File: src/rtl/lt_burst_pkg.sv
package lt_burst_pkg;

  // Request kinds: encodings are part of the port contract
  typedef enum logic [1:0] {
    K_PWRITE = 2'b00,
    K_PREAD  = 2'b01,
    K_MWI    = 2'b10,
    K_PREAD2 = 2'b11
  } burst_kind_e;

  typedef enum logic [1:0] {
    S_IDLE  = 2'b00,
    S_ARB   = 2'b01,
    S_BURST = 2'b10
  } seq_state_e;

  localparam int DWORD_BYTES = 4;

  // Kinds whose cut bursts are reissued
  function automatic logic kind_resumes(input burst_kind_e k);
    return (k == K_PWRITE);
  endfunction

  // Kinds that the latency timer may not cut
  function automatic logic kind_timer_exempt(input burst_kind_e k);
    return (k == K_MWI);
  endfunction

endpackage

File: src/rtl/lt_latency_timer.sv
module lt_latency_timer #(
  parameter int LAT_W = 8
) (
  input  logic             clk_i,
  input  logic             rst_ni,
  input  logic             load_i,
  input  logic             run_i,
  input  logic [LAT_W-1:0] lat_i,
  output logic             expired_o,
  output logic [LAT_W-1:0] count_o
);

  localparam logic [LAT_W-1:0] ZERO = '0;

  logic [LAT_W-1:0] cnt_q;

  // Saturating step toward zero
  function automatic logic [LAT_W-1:0] tick_down(input logic [LAT_W-1:0] v);
    return (v == ZERO) ? ZERO : v - 1'b1;
  endfunction

  always_ff @(posedge clk_i or negedge rst_ni) begin
    if (!rst_ni)      cnt_q <= ZERO;
    else if (load_i)  cnt_q <= lat_i;
    else if (run_i)   cnt_q <= tick_down(cnt_q);
  end

  assign expired_o = run_i && (cnt_q == ZERO);
  assign count_o   = cnt_q;

  // the programmed value is taken at burst start
  p_load_value_r1: assert property (@(posedge clk_i) disable iff (!rst_ni)
    load_i |=> (cnt_q == $past(lat_i)));

  // one step down per burst cycle while above zero
  p_countdown_r1: assert property (@(posedge clk_i) disable iff (!rst_ni)
    (run_i && !load_i && cnt_q != ZERO) |=> (cnt_q == $past(cnt_q) - 1'b1));

endmodule

File: src/rtl/lt_addr_tracker.sv
module lt_addr_tracker #(
  parameter int ADDR_W = 32,
  parameter int CNT_W  = 8
) (
  input  logic              clk_i,
  input  logic              rst_ni,
  input  logic              capture_i,
  input  logic [ADDR_W-1:0] addr_i,
  input  logic [CNT_W-1:0]  words_i,
  input  logic              mark_i,
  input  logic              xfer_i,
  output logic [ADDR_W-1:0] cur_addr_o,
  output logic [ADDR_W-1:0] burst_addr_o,
  output logic [CNT_W-1:0]  words_left_o,
  output logic              last_o
);

  localparam logic [ADDR_W-1:0] STEP = ADDR_W'(lt_burst_pkg::DWORD_BYTES);
  localparam logic [CNT_W-1:0]  ONE  = CNT_W'(1);

  logic [ADDR_W-1:0] cur_q, start_q;
  logic [CNT_W-1:0]  left_q;

  function automatic logic [ADDR_W-1:0] next_dword(input logic [ADDR_W-1:0] a);
    return a + STEP;
  endfunction

  function automatic logic [CNT_W-1:0] one_fewer(input logic [CNT_W-1:0] n);
    return (n == '0) ? '0 : n - ONE;
  endfunction

  always_ff @(posedge clk_i or negedge rst_ni) begin
    if (!rst_ni) begin
      cur_q   <= '0;
      start_q <= '0;
      left_q  <= '0;
    end else if (capture_i) begin
      cur_q   <= addr_i;
      start_q <= addr_i;
      left_q  <= words_i;
    end else begin
      if (mark_i) start_q <= cur_q;
      if (xfer_i) begin
        cur_q  <= next_dword(cur_q);
        left_q <= one_fewer(left_q);
      end
    end
  end

  assign cur_addr_o   = cur_q;
  assign burst_addr_o = start_q;
  assign words_left_o = left_q;
  assign last_o       = (left_q == ONE);

  // one DWORD of progress per completed data phase
  p_dword_step_r4: assert property (@(posedge clk_i) disable iff (!rst_ni)
    (xfer_i && !capture_i) |=> (cur_q == $past(cur_q) + STEP) && (left_q == $past(left_q) - ONE));

  // no phase completes with nothing left to send
  p_no_underflow_r4: assert property (@(posedge clk_i) disable iff (!rst_ni)
    xfer_i |-> (left_q != '0));

  // a (re)started burst begins at the first undelivered DWORD
  p_restart_addr_r6: assert property (@(posedge clk_i) disable iff (!rst_ni)
    (mark_i && !capture_i && !xfer_i) |=> (start_q == $past(cur_q)) && (left_q == $past(left_q)));

endmodule

File: src/rtl/lt_seq_fsm.sv
module lt_seq_fsm
  import lt_burst_pkg::*;
(
  input  logic        clk_i,
  input  logic        rst_ni,
  input  logic        req_valid_i,
  input  logic [1:0]  req_kind_i,
  input  logic        gnt_i,
  input  logic        xfer_i,
  input  logic        last_i,
  input  logic        expired_i,
  output logic        capture_o,
  output logic        start_o,
  output logic        burst_o,
  output logic        busy_o,
  output logic        resume_o,
  output logic        stop_o,
  output logic        done_o
);

  seq_state_e  st_q, st_d;
  burst_kind_e kind_q;
  logic        resume_q, stop_q, done_q;

  // Named internal events
  logic fin_w;   // last word delivered this cycle
  logic cut_w;   // timer termination this cycle

  assign burst_o   = (st_q == S_BURST);
  assign capture_o = (st_q == S_IDLE) && req_valid_i;
  assign start_o   = (st_q == S_ARB) && gnt_i;
  assign fin_w     = burst_o && xfer_i && last_i;
  assign cut_w     = burst_o && expired_i && !gnt_i && !kind_timer_exempt(kind_q) && !fin_w;

  always_comb begin
    st_d = st_q;
    unique case (st_q)
      S_IDLE:  if (req_valid_i) st_d = S_ARB;
      S_ARB:   if (gnt_i)       st_d = S_BURST;
      S_BURST: begin
        if (fin_w)                            st_d = S_IDLE;
        else if (cut_w && kind_resumes(kind_q)) st_d = S_ARB;
        else if (cut_w)                       st_d = S_IDLE;
      end
      default: st_d = S_IDLE;
    endcase
  end

  always_ff @(posedge clk_i or negedge rst_ni) begin
    if (!rst_ni) begin
      st_q     <= S_IDLE;
      kind_q   <= K_PWRITE;
      resume_q <= 1'b0;
      stop_q   <= 1'b0;
      done_q   <= 1'b0;
    end else begin
      st_q     <= st_d;
      if (capture_o) kind_q <= burst_kind_e'(req_kind_i);
      resume_q <= cut_w && kind_resumes(kind_q);
      stop_q   <= cut_w && !kind_resumes(kind_q);
      done_q   <= fin_w;
    end
  end

  assign busy_o   = (st_q != S_IDLE);
  assign resume_o = resume_q;
  assign stop_o   = stop_q;
  assign done_o   = done_q;

  // no cut while the timer runs or the grant is held
  p_hold_until_expiry_r2: assert property (@(posedge clk_i) disable iff (!rst_ni)
    (burst_o && !(xfer_i && last_i) && (!expired_i || gnt_i)) |=> (st_q == S_BURST));

  // Memory Write and Invalidate keeps going regardless of the timer
  p_mwi_exempt_r3: assert property (@(posedge clk_i) disable iff (!rst_ni)
    (burst_o && kind_q == K_MWI && !(xfer_i && last_i)) |=> (st_q == S_BURST));

  // a resumed write waits for the grant again
  p_write_resumes_r5: assert property (@(posedge clk_i) disable iff (!rst_ni)
    resume_q |-> (st_q == S_ARB));

  // a cut read goes idle
  p_read_stops_r7: assert property (@(posedge clk_i) disable iff (!rst_ni)
    stop_q |-> (st_q == S_IDLE));

  // completion returns to idle
  p_done_idle_r8: assert property (@(posedge clk_i) disable iff (!rst_ni)
    done_q |-> (st_q == S_IDLE));

  // at most one outcome per cycle
  p_one_outcome_r8: assert property (@(posedge clk_i) disable iff (!rst_ni)
    $onehot0({resume_q, stop_q, done_q}));

endmodule

File: src/rtl/lt_burst_ctrl.sv
module lt_burst_ctrl
  import lt_burst_pkg::*;
#(
  parameter int ADDR_W = 32,
  parameter int CNT_W  = 8,
  parameter int LAT_W  = 8
) (
  input  logic              clk,
  input  logic              rst_n,
  input  logic              req_valid,
  input  logic [1:0]        req_kind,
  input  logic [ADDR_W-1:0] req_addr,
  input  logic [CNT_W-1:0]  req_words,
  input  logic [LAT_W-1:0]  lat_value,
  input  logic              gnt,
  input  logic              irdy,
  input  logic              trdy,
  output logic              busy,
  output logic              frame_req,
  output logic [ADDR_W-1:0] burst_addr,
  output logic [ADDR_W-1:0] cur_addr,
  output logic [CNT_W-1:0]  words_left,
  output logic              resume_pulse,
  output logic              stop_pulse,
  output logic              done_pulse
);

  logic capture_w, start_w, burst_w, xfer_w, last_w, expired_w;
  logic [LAT_W-1:0] timer_cnt_w;

  // Data phase completes only with both sides ready inside a burst
  assign xfer_w    = burst_w && irdy && trdy;
  assign frame_req = burst_w;

  lt_latency_timer #(.LAT_W(LAT_W)) u_timer (
    .clk_i     (clk),
    .rst_ni    (rst_n),
    .load_i    (start_w),
    .run_i     (burst_w),
    .lat_i     (lat_value),
    .expired_o (expired_w),
    .count_o   (timer_cnt_w)
  );

  lt_addr_tracker #(.ADDR_W(ADDR_W), .CNT_W(CNT_W)) u_track (
    .clk_i        (clk),
    .rst_ni       (rst_n),
    .capture_i    (capture_w),
    .addr_i       (req_addr),
    .words_i      (req_words),
    .mark_i       (start_w),
    .xfer_i       (xfer_w),
    .cur_addr_o   (cur_addr),
    .burst_addr_o (burst_addr),
    .words_left_o (words_left),
    .last_o       (last_w)
  );

  lt_seq_fsm u_seq (
    .clk_i       (clk),
    .rst_ni      (rst_n),
    .req_valid_i (req_valid),
    .req_kind_i  (req_kind),
    .gnt_i       (gnt),
    .xfer_i      (xfer_w),
    .last_i      (last_w),
    .expired_i   (expired_w),
    .capture_o   (capture_w),
    .start_o     (start_w),
    .burst_o     (burst_w),
    .busy_o      (busy),
    .resume_o    (resume_pulse),
    .stop_o      (stop_pulse),
    .done_o      (done_pulse)
  );

  // expiry is never reported while the timer still holds a count
  p_expiry_at_zero_r1: assert property (@(posedge clk) disable iff (!rst_n)
    expired_w |-> (timer_cnt_w == '0));

  // FRAME only rises after a grant was seen
  p_frame_after_grant_r5: assert property (@(posedge clk) disable iff (!rst_n)
    $rose(frame_req) |-> $past(gnt));

endmodule

File: config.mk
export PLATFORM = sky130hd
export DESIGN_NAME = lt_burst_ctrl
export DESIGN_NICKNAME = d
export VERILOG_FILES = /design/src/rtl/lt_burst_pkg.sv /design/src/rtl/lt_latency_timer.sv /design/src/rtl/lt_addr_tracker.sv /design/src/rtl/lt_seq_fsm.sv /design/src/rtl/lt_burst_ctrl.sv
export SDC_FILE = /design/constraint.sdc
export NUM_CORES = 1
export LEC_CHECK = 0
export BUFFER_PORTS_ARGS = -buffer_cell sky130_fd_sc_hd__buf_4
export CAP_MARGIN = 30
export CORE_MARGIN = 3
export CORE_UTILIZATION = 50
export CTS_CLUSTER_DIAMETER = 150
export CTS_CLUSTER_SIZE = 14
export DETAILED_ROUTE_END_ITERATION = 10
export GPL_ROUTABILITY_DRIVEN = 0
export PLACE_DENSITY_LB_ADDON = 0.05
export SYNTH_ARGS = -nofsm -noshare
export SYNTH_HDL_FRONTEND = slang
export SYNTH_SLANG_ARGS = --single-unit
File: constraint.sdc
create_clock -name clk -period 2.48 [get_ports clk]
set_input_delay 0.496 -clock clk [delete_from_list [all_inputs] [get_ports clk]]
set_output_delay 0.496 -clock clk [all_outputs]
set_load 0.1 [all_outputs]
* Word-level counts from Yosys, hierarchy flattened
Index checks and enable logic that the tools add are counted.
** Storage, ports and cells
- Memories kept :: 0
- Output and inout port bits :: 77
- Bits in registers :: 87
- ROM bits :: 0
- Latch bits :: 0
- Bits of input ports :: 56
- Bits in writable memories :: 0
- Logic and storage cells :: 61
** Cells by class
- Reductions and logical operators :: 26
- Order comparisons :: 0
- Equal/unequal tests :: 7
- Add/subtract/negate cells :: 3
- Shift operators :: 0
- Mux-type cells :: 16
- $mul :: 0
- Div/mod/pow operators :: 0
- Bitwise operators :: 0
** Operators by type and width (number)
- $mux W32 :: 4
- $mux W8 :: 6
- $add A32 B3 Y32 const B :: 1
- $logic_not A8 Y1 :: 2
- $sub A8 B1 Y8 const B :: 2
- $logic_and A1 B1 Y1 :: 13
- $mux W2 :: 5
- $eq A8 B1 Y1 const B :: 1
- $reduce_bool A2 Y1 :: 4
- $pmux W2 S3 :: 1
- $eq A2 B2 Y1 const B :: 2
- $logic_not A1 Y1 :: 4
- $logic_not A2 Y1 :: 2
- $ne A2 B2 Y1 const B :: 2
- $ne A4 B1 Y1 const B :: 1
- $reduce_and A3 Y1 :: 1
- $eq A2 B1 Y1 const B :: 1

* Depth between registers and ports, before layout
Gate-level depths: netlist of run 1.
- Word-level depth :: 11
- Gate-level depth with buffers :: 7
- Mapped depth without buffers :: 6

* Hierarchy
Synthesis of run 1 repeated with hierarchy kept, for this count alone.
** Unflattened totals
- Cells, all modules :: 445
- Area, all modules :: 4426.7 µm²
** By module, submodules not included
- lt_addr_tracker :: area each 3567.2 µm², cells an instance 360, sequential area each 1801.7 µm², instances 1
- lt_latency_timer :: area each 520.5 µm², cells an instance 57, sequential area each 200.2 µm², instances 1
- lt_seq_fsm :: area each 332.8 µm², cells an instance 27, sequential area each 175.2 µm², instances 1
- lt_burst_ctrl :: area each 6.3 µm², cells an instance 1, sequential area each 0.0 µm², instances 1

* Worst setup path before layout of run 1
Ideal clock, no wire load.
- Path kind :: reg2reg
- From :: reg u_track.cur_q[10], in the netlist u_track.cur_addr_o[10]
- To :: reg u_track.cur_q[22], in the netlist u_track.cur_addr_o[22]
- Clock period less this slack :: 2.751 ns
- Cell stages (with the launch flop) :: 6
- Slack :: -0.271 ns
- Setup time :: 0.082 ns
- Arrival time :: 2.669 ns
- Path buffers :: 1
- Required time :: 2.398 ns
- Cell sequence :: dfrtp_1 > nand3_1 > or4_4 > buf_6 > or4_1 > a31oi_1
** On the way
- Word-level cells in the longest chain between the ends :: 3
** Ends and longest elaborated chain
- from (decl) :: line lt_addr_tracker.sv:21 : logic [ADDR_W-1:0] cur_q, start_q;
- from (signal assigned) :: line lt_addr_tracker.sv:38 : cur_q <= addr_i;
- from (signal assigned) :: line lt_addr_tracker.sv:44 : cur_q <= next_dword(cur_q);
- $add A32 B3 Y32 :: line lt_addr_tracker.sv:25 : return a + STEP;
- $mux W32 :: line lt_addr_tracker.sv:43 : if (xfer_i) begin
- $mux W32 :: line lt_addr_tracker.sv:37 : end else if (capture_i) begin
No other way between the ends. The select of a mux whose other input is x is not followed.
A chain may end at the register's enable or synchronous reset.

* Worst setup path in the final report of run 1
- From :: reg u_seq.st_q[0]
- To :: reg u_track.cur_q[20], in the netlist u_track.cur_addr_o[20]
** On the way
- Word-level cells in the longest chain between the ends :: 4
- Elaborated cells between the ends (all ways) :: 7
- Those cells by class :: 1 x eq/ne; 1 x mux; 5 x reduce/logical
** Ends and longest elaborated chain
- from (decl) :: line lt_seq_fsm.sv:21 : seq_state_e st_q, st_d;
- from (signal assigned) :: line lt_seq_fsm.sv:57 : st_q <= st_d;
- $eq A2 B2 Y1 :: line lt_seq_fsm.sv:29 : assign burst_o = (st_q == S_BURST);
- $logic_and A1 B1 Y1 (2 in series) :: line lt_burst_ctrl.sv:32 : assign xfer_w = burst_w && irdy && trdy;
- $reduce_bool A2 Y1 (no source line)
Parallel ways exist; a longest one is shown, timed or not.

==> results.toml, run 1 <==
[outcome]
status = "finished, final reports clean"

[detailed_routing]
dr_total_vias = 4341
vias_per_cell = 5.750
drc_errors = 0
ant_nets = 0
drtIter0Drc = 180
drt_wl_total_mm = 12.60
drt-wirelength-per-cell_um = 16.69
dr.pass1.iters = 5

[synthesis]
syn-num-nets = 573
netlist_instances = 511
synth_seq_cells = 87
ys_top_cells_by_count = "97 x nand2_1, 87 x dfrtp_1, 44 x nor2_1"
ys_seq_area_frac = 0.4803
synth_area_leader_cell = "dfrtp_1"
synth_cell_types = 50
yosysWarnings = 0
syn_area_um2 = 4533
async_flop_share = 1.000
synth_edf_count = 0
synth.top_cell.area_share = 0.4803
synth.avg_cell_area_um2 = 8.871
yosys-top-cells-area = "dfrtp_1 48%, nand2_1 8.0%, a31oi_1 5.7%"
synth_flop_cell = "dfrtp_1"
yosysMostFrequentCell = "nand2_1"

[worst_setup_path]
reg2reg_slack_ns = 0.29
arrival_ns = 2.44
critPathRequiredTime_ns = 2.74
critPathLaunchType = "flop"
r2r_cells = 4
crit_fanout = 13
reg2reg_to = "u_track.cur_addr_o[20]$_DFFE_PN0P_"
path_class = "reg -> reg"
end_kind = "flop"
rr_startpoint = "u_seq.st_q[0]$_DFFE_PN0P_"
critPathLaunch = "u_seq.st_q[0]$_DFFE_PN0P_"

[cells_and_area]
final_nets = 704
drive_above_1_share = 0.2859
finalNonFillerCells = 755
syn_to_final_growth_pct = 29.34
antennaDiodeCount = 0

[floorplanning]
core_area_um2 = 8763
fp.dieW_um = 101.2
ios = 133
num_rows = 34
die_area_um2 = 10240
die_y_um = 101.2
start_util = 0.5173

[sta]
slew_headroom = 0.6064
period_minus_slack_ns = 2.186
rsz0062_at_grt = "false"
setup_violations = 0
finalMaxSlewViolations = 0
worst-slew-pin-transition_ns = 0.5850
holdWs_ns = 0.1544
period_share = 0.8813
fin_tns_setup_ns = 0
hold_viol_final = 0
fmax_mhz = 457.6
finClkSkew_ns = 0.01167
worst_slack_ns = 0.2944

[flow_run]
maxCapViolations = 0

[clock_network]
cts_buffers = 9
clk_pin_slew_ns = 0.09
cts.sinks = 87
cts_tree = "done"
postCtsSetupRepairBufs = 0
clockRootBuffer = "clkbuf_8"
holdBufCountCts = 0
cts_max_level = 3
cts_buffer_depth = 2
clk_latency_ns = 0.34
cts_resized = 0

[placed_design]
hpwl_mm = 9.096
post-place-ws_ns = 0.2968
place_inst = 739
port-buffer-count = 132

[global_route]
grt_overflow = 0
grt_max_degree = 65
grt_antenna_before_repair = 0
grt_pass1_wl_mm = 20.78
grt.total_usage = 0.2519
first_global_vias = 4111

[worst_hold_path]
hold_path.class = "in -> async"
[worst max path at each step]
stage	end	slack, ns
2_1_floorplan	u_track.cur_addr_o[24]$_DFFE_PN0P_	0.02
3_3_place_gp	u_track.cur_addr_o[21]$_DFFE_PN0P_	0.33
3_5_place_dp	u_track.cur_addr_o[20]$_DFFE_PN0P_	0.30
4_1_cts	u_track.cur_addr_o[20]$_DFFE_PN0P_	0.31
5_1_grt	u_track.cur_addr_o[21]$_DFFE_PN0P_	0.18
6_report	u_track.cur_addr_o[20]$_DFFE_PN0P_	0.29
[worst max-delay path, stage by stage, from the launching register on]
cell	delay (ns)
dfrtp_1	0.48
nand4b_4	0.25
or4_4	0.66
or4_1	0.52
a31oi_1	0.18
[registers in the layout, summed over array words and instances (netlist names)]
| register | flops |
|---|---|
| u_seq.done_o | 1 |
| u_seq.kind_q | 2 |
| u_seq.resume_o | 1 |
| u_seq.st_q | 2 |
| u_seq.stop_o | 1 |
| u_timer.count_o | 8 |
| u_track.burst_addr_o | 32 |
| u_track.cur_addr_o | 32 |
| u_track.words_left_o | 8 |
[layout by cell type (no fill, tap or decap), types with 9 or more instances in the layout]
master	netlist	routed
a21oi_1	10	10
a22oi_1	12	12
a31oi_1	41	41
buf_4	0	145
clkbuf_8	0	10
dfrtp_1	87	73
dfrtp_2	0	14
inv_1	17	17
nand2_1	97	97
nand3_1	22	22
nand4_1	9	9
nor2_1	44	44
nor3_1	11	11
nor4_1	12	12
o21ai_0	22	22
[kinds of logic (layout without fill, tap and decap cells)]
family	Yosys count	after routing	share of synthesized area
AO/OA/AOI/OAI	122	122	0.1800
XOR/XNOR	10	10	0.01932
adder cells (fa/ha/maj)	6	6	0.01656
buffers and inverters	44	180	0.04030
flip-flops	87	87	0.4803
multiplexers	4	4	0.008833
AND/OR/NAND/NOR	238	238	0.2548
[metal layers]
metal | up-vias | routed length (um) | global-route usage
li1 | 2123 | - | -
met1 | 2085 | 5688 | 0.3598
met2 | 128 | 5932 | 0.3934
met3 | 5 | 915 | 0.06061
met4 | 0 | 67 | 0.05317
met5 | - | 0 | 0
[final cells by class]
class | instances | area, um2
fill | 781 | 2900
multi-input combinational | 380 | 2178
clock buffer | 14 | 152.6
inverter | 17 | 63.81
clock inverter | 2 | 10.01
timing repair buffer | 147 | 1129
sequential | 87 | 2195
tap | 108 | 135.1
[stage by stage]
stage / area [um2] / util
final: 5863 / 0.6690
after global routing: 5863 / 0.6690
after CTS: 5863 / 0.6690
after detailed placement: 5700 / 0.6505
after global placement: 5700 / 0.6505
after floorplan: 4551 / -
Power of run 1 is left out: the tool's default activity adds up to more than one toggle a clock period on the data nets, which glitch-free logic cannot reach.
==> inputs of run 2 (changes only) <==
--- a/config.mk
+++ b/config.mk
@@ -9,3 +9,3 @@
 export CAP_MARGIN = 30
-export CORE_MARGIN = 3
+export CORE_MARGIN = 2
 export CORE_UTILIZATION = 50
==> constraint.sdc (replaced) <==
create_clock -name clk -period 2.48 [get_ports clk]
set_input_delay 0.248 -clock clk [delete_from_list [all_inputs] [get_ports clk]]
set_output_delay 0.248 -clock clk [all_outputs]
set_load 0.1 [all_outputs]
==> results.toml, run 2 (synthesized netlist as in run 1, its figures left out) <==
[sta]
rsz0062_at_grt = "false"
hold_viol_final = 0
fin_tns_setup_ns = 0
worst_slack_ns = 0.2830
period_minus_slack_ns = 2.197
finClkSkew_ns = 0.01151
fmax_mhz = 455.2
worst-slew-pin-transition_ns = 0.5997
period_share = 0.8859
finalMaxSlewViolations = 0
setup_violations = 0
slew_headroom = 0.6002

[cells_and_area]
finalNonFillerCells = 754
fin_area_um2 = 5939
drive_above_1_share = 0.2895
antennaDiodeCount = 0
final_cell_mix = "143 x buf_4, 97 x nand2_1, 73 x dfrtp_1"
layout_commonest_cell = "buf_4"
syn_to_final_growth_pct = 31.02
final_nets = 703

[detailed_routing]
drc_errors = 0
drtIter0Drc = 246
dr.pass1.iters = 5
dr_total_vias = 4433
drt-wirelength-per-cell_um = 16.37
vias_per_cell = 5.879
ant_nets = 0
drt_wl_total_mm = 12.34

[floorplanning]
die_area_um2 = 9844
start_util = 0.5173
fp.dieW_um = 99.22
num_rows = 34
core_area_um2 = 8763
die_y_um = 99.22
ios = 133

[global_route]
first_global_vias = 4191
grt.total_usage = 0.2533
grt_pass1_wl_mm = 20.34
grt_overflow = 0
grt_max_degree = 79
grt_antenna_before_repair = 0

[worst_setup_path]
crit_slowest_cell = "or4_4"
cpLargestDelayFamily = "simple AND/OR/NAND/NOR gates"
end_kind = "flop"
worst-path-buf-inv = 0
arrival_ns = 2.47
critPathLaunchType = "flop"
slowest_delay_ns = 0.65
path_class = "reg -> reg"
crit_fanout = 13
critPathRequiredTime_ns = 2.75
cp_cell_sequence = "nand4b_4, or4_4, or4_1, a31oi_1"

[clock_network]
postCtsSetupRepairBufs = 0
clk_pin_slew_ns = 0.09
cts_buffers = 9
cts_resized = 0
clockRootBuffer = "clkbuf_8"
cts_tree = "done"
cts_buffer_depth = 2
cts_max_level = 3
cts.sinks = 87
clk_latency_ns = 0.35

[placed_design]
hpwl_mm = 8.663
port-buffer-count = 132
place_inst = 737
post-place-ws_ns = 0.3012
placed_cell_area_um2 = 5685

[worst_hold_path]
hold_path.class = "in -> reg"

[flow_run]
maxCapViolations = 0

[outcome]
status = "finished, final reports clean"
-- run 2: cell count changes in the layout (fill, tap and decap cells not counted), sizes merged --
cell / change
buf: -2
bufinv: +3
clkbuf: -5
inv: +1
clkinvlp: +1
dlygate4sd3: +1
-- run 2: layer usage --
layer	routed length, um	vias to the layer above	share of wire	GRT usage
met2	5689	159	0.46	0.3945
met4	187	0	0.015	0.06849
met1	5542	2123	0.45	0.3550
li1	-	2133	-	-
met3	923	18	0.075	0.06465
met5	0	-	0	0
-- run 2: through the flow --
| stage | hold slack (ns) | utilization |
|---|---|---|
| 2_1_floorplan | -0.04759 | - |
| 3_3_place_gp | 0.2848 | 0.6488 |
| 3_5_place_dp | 0.2878 | 0.6488 |
| 4_1_cts | 0.07887 | 0.6778 |
| 5_1_grt | 0.06778 | 0.6778 |
| 6_report | 0.08650 | 0.6778 |
-- run 2: worst register-to-register path: cells and delay by family, from the launching register on --
kind	cells	cell delay, ns
compound gates	1	0.19
flops	1	0.49
simple gates	3	1.44
-- run 2: final cells by class --
type,instances,area [um2]
fill,705,2824
sequential,87,2195
multi-input combinational,380,2178
timing repair buffer,146,1124
tap,108,135.1
clock buffer,9,123.9
clock inverter,7,120.1
inverter,17,63.81
-- run 2: worst paths after layout --
path / cells past startpoint / slack [ns] / from / endpoint
min in group asynchronous: 2 / 0.42 / rst_n / u_timer.count_o[1]$_DFFE_PN0P_
min: 3 / 0.09 / req_kind[1] / u_seq.kind_q[1]$_DFFE_PN0P_
max: 4 / 0.28 / u_seq.st_q[0]$_DFFE_PN0P_ / u_track.cur_addr_o[20]$_DFFE_PN0P_
min reg2reg: 1 / 0.46 / u_seq.kind_q[0]$_DFFE_PN0P_ / u_seq.resume_o$_DFF_PN0_
max in group asynchronous: 3 / 1.38 / rst_n / u_track.cur_addr_o[8]$_DFFE_PN0P_
max reg2reg: 4 / 0.28 / u_seq.st_q[0]$_DFFE_PN0P_ / u_track.cur_addr_o[20]$_DFFE_PN0P_
-- run 2: timing repair --
action,CTS,global route
endpoints found under the hold margin,42,0
setup endpoints to repair,0,0
hold buffers,1,0
Power of run 2 is left out for the same reason.
==> inputs of run 3 (changes only) <==
CORE_UTILIZATION = 45   (was 50)
CTS_BUF_LIST = sky130_fd_sc_hd__clkbuf_16   (was unset)
==> results.toml, run 3 (synthesized netlist as in run 1, its figures left out) <==
[outcome]
status = "complete, but fails checks"
violations = "hold timing"

[clock_network]
cts_resized = 0
cts_tree = "done"
cts_buffers = 9
clk_latency_ns = 0.33
cts_max_level = 3
cts_buffer_depth = 2
cts.sinks = 87
holdBufCountCts = 0
clockRootBuffer = "clkbuf_16"
clk_pin_slew_ns = 0.07
postCtsSetupRepairBufs = 0

[sta]
setup_violations = 0
worst-slew-pin-transition_ns = 0.7677
slew_headroom = 0.4882
fmax_mhz = 466.6
period_minus_slack_ns = 2.143
period_share = 0.8641
fin_tns_setup_ns = 0
holdWs_ns = -0.02907
finClkSkew_ns = 0.008191
finalMaxSlewViolations = 0
hold_viol_final = 16
rsz0062_at_grt = "false"

[detailed_routing]
drtIter0Drc = 256
drt-wirelength-per-cell_um = 16.42
drt_wl_total_mm = 12.79
ant_nets = 0
dr.pass1.iters = 5
dr_total_vias = 4352
vias_per_cell = 5.587
drc_errors = 0

[cells_and_area]
final_nets = 703
layout_commonest_cell = "buf_4"
syn_to_final_growth_pct = 33.40
final_cell_mix = "144 x buf_4, 97 x nand2_1, 73 x dfrtp_1"
antennaDiodeCount = 0
drive_above_1_share = 0.2895

[worst_setup_path]
crit_slowest_cell = "or4_1"
reg2reg_to = "u_track.cur_addr_o[21]$_DFFE_PN0P_"
reg2reg_slack_ns = 0.34
arrival_ns = 2.40
cp_cell_sequence = "nand4b_4, or4_1, or4_1, a31oi_1"
critPathLaunch = "u_seq.st_q[0]$_DFFE_PN0P_"
r2r_cells = 4
crit_fanout = 9
path_class = "reg -> reg"
rr_startpoint = "u_seq.st_q[0]$_DFFE_PN0P_"
slowest_delay_ns = 0.65
path_common_cell = "or4_1"
end_kind = "flop"
critPathLaunchType = "flop"
critPathRequiredTime_ns = 2.74
endpoint = "u_track.cur_addr_o[21]$_DFFE_PN0P_"

[global_route]
grt_antenna_before_repair = 0
grt_pass1_wl_mm = 21.25
grt.total_usage = 0.2409
grt_max_degree = 67
first_global_vias = 4184
grt_overflow = 0

[floorplanning]
start_util = 0.4638
fp.dieW_um = 104.4
die_area_um2 = 10890
core_area_um2 = 9774
num_rows = 36
ios = 133
die_y_um = 104.4

[flow_run]
maxCapViolations = 0

[placed_design]
port-buffer-count = 132
hpwl_mm = 8.938

[worst_hold_path]
hold_path.class = "in -> async"
run 3: changes by cell type in the layout (fill, tap and decap cells not counted):
cell	delta
buf_4	+1
bufinv_16	-1
clkbuf_16	+9
clkbuf_8	-9
clkinv_2	-1
clkinv_4	+1
dlygate4sd3_1	-1
inv_1	+1
run 3: layer usage:
metal / global-route usage / wire length [um]
met1: 0.3413 / 5828
met2: 0.3721 / 6094
met3: 0.05201 / 764
met4: 0.06950 / 101
met5: 0 / 0
run 3: metrics by stage:
stage / setup WS [ns] / std cells / instance area (um2) / util / hold slack [ns]
after floorplan: 0.02067 / 511 / 4551 / - / -0.04759
after global placement: 0.3942 / 763 / 5724 / 0.5856 / 0.3605
after detailed placement: 0.3463 / 763 / 5724 / 0.5856 / 0.3594
after CTS: 0.3313 / 779 / 6047 / 0.6187 / 0.008183
after global routing: 0.2134 / 779 / 6047 / 0.6187 / 0.04418
final: 0.3370 / 779 / 6047 / 0.6187 / -0.02907
run 3: layout make-up:
| class | count | area [um2] |
|---|---|---|
| Sequential cell | 87 | 2195 |
| Timing Repair Buffer | 146 | 1121 |
| Inverter | 17 | 63.81 |
| Clock buffer | 9 | 225.2 |
| Clock inverter | 7 | 97.59 |
| Tap cell | 133 | 166.4 |
| Multi-Input combinational cell | 380 | 2178 |
| Fill cell | 881 | 3727 |
run 3: how the worst min path moves through the flow:
stage	from	end	slack [ns]
finish	rst_n	u_timer.count_o[0]$_DFFE_PN0P_	-0.03
global route	rst_n	u_timer.count_o[5]$_DFFE_PN0P_	0.04
CTS	rst_n	u_timer.count_o[0]$_DFFE_PN0P_	0.008
detailed placement	rst_n	u_timer.count_o[0]$_DFFE_PN0P_	0.36
global placement	rst_n	u_timer.count_o[0]$_DFFE_PN0P_	0.36
floorplan	rst_n	u_seq.done_o$_DFF_PN0_	-0.05
run 3: critical path, delay by kind of cell, from the launching register on:
family             cells  cell delay (ns)
AOI/OAI and AO/OA      1             0.17
and+or+nand+nor        3             1.42
DFF                    1             0.47
Power of run 3 is left out for the same reason.
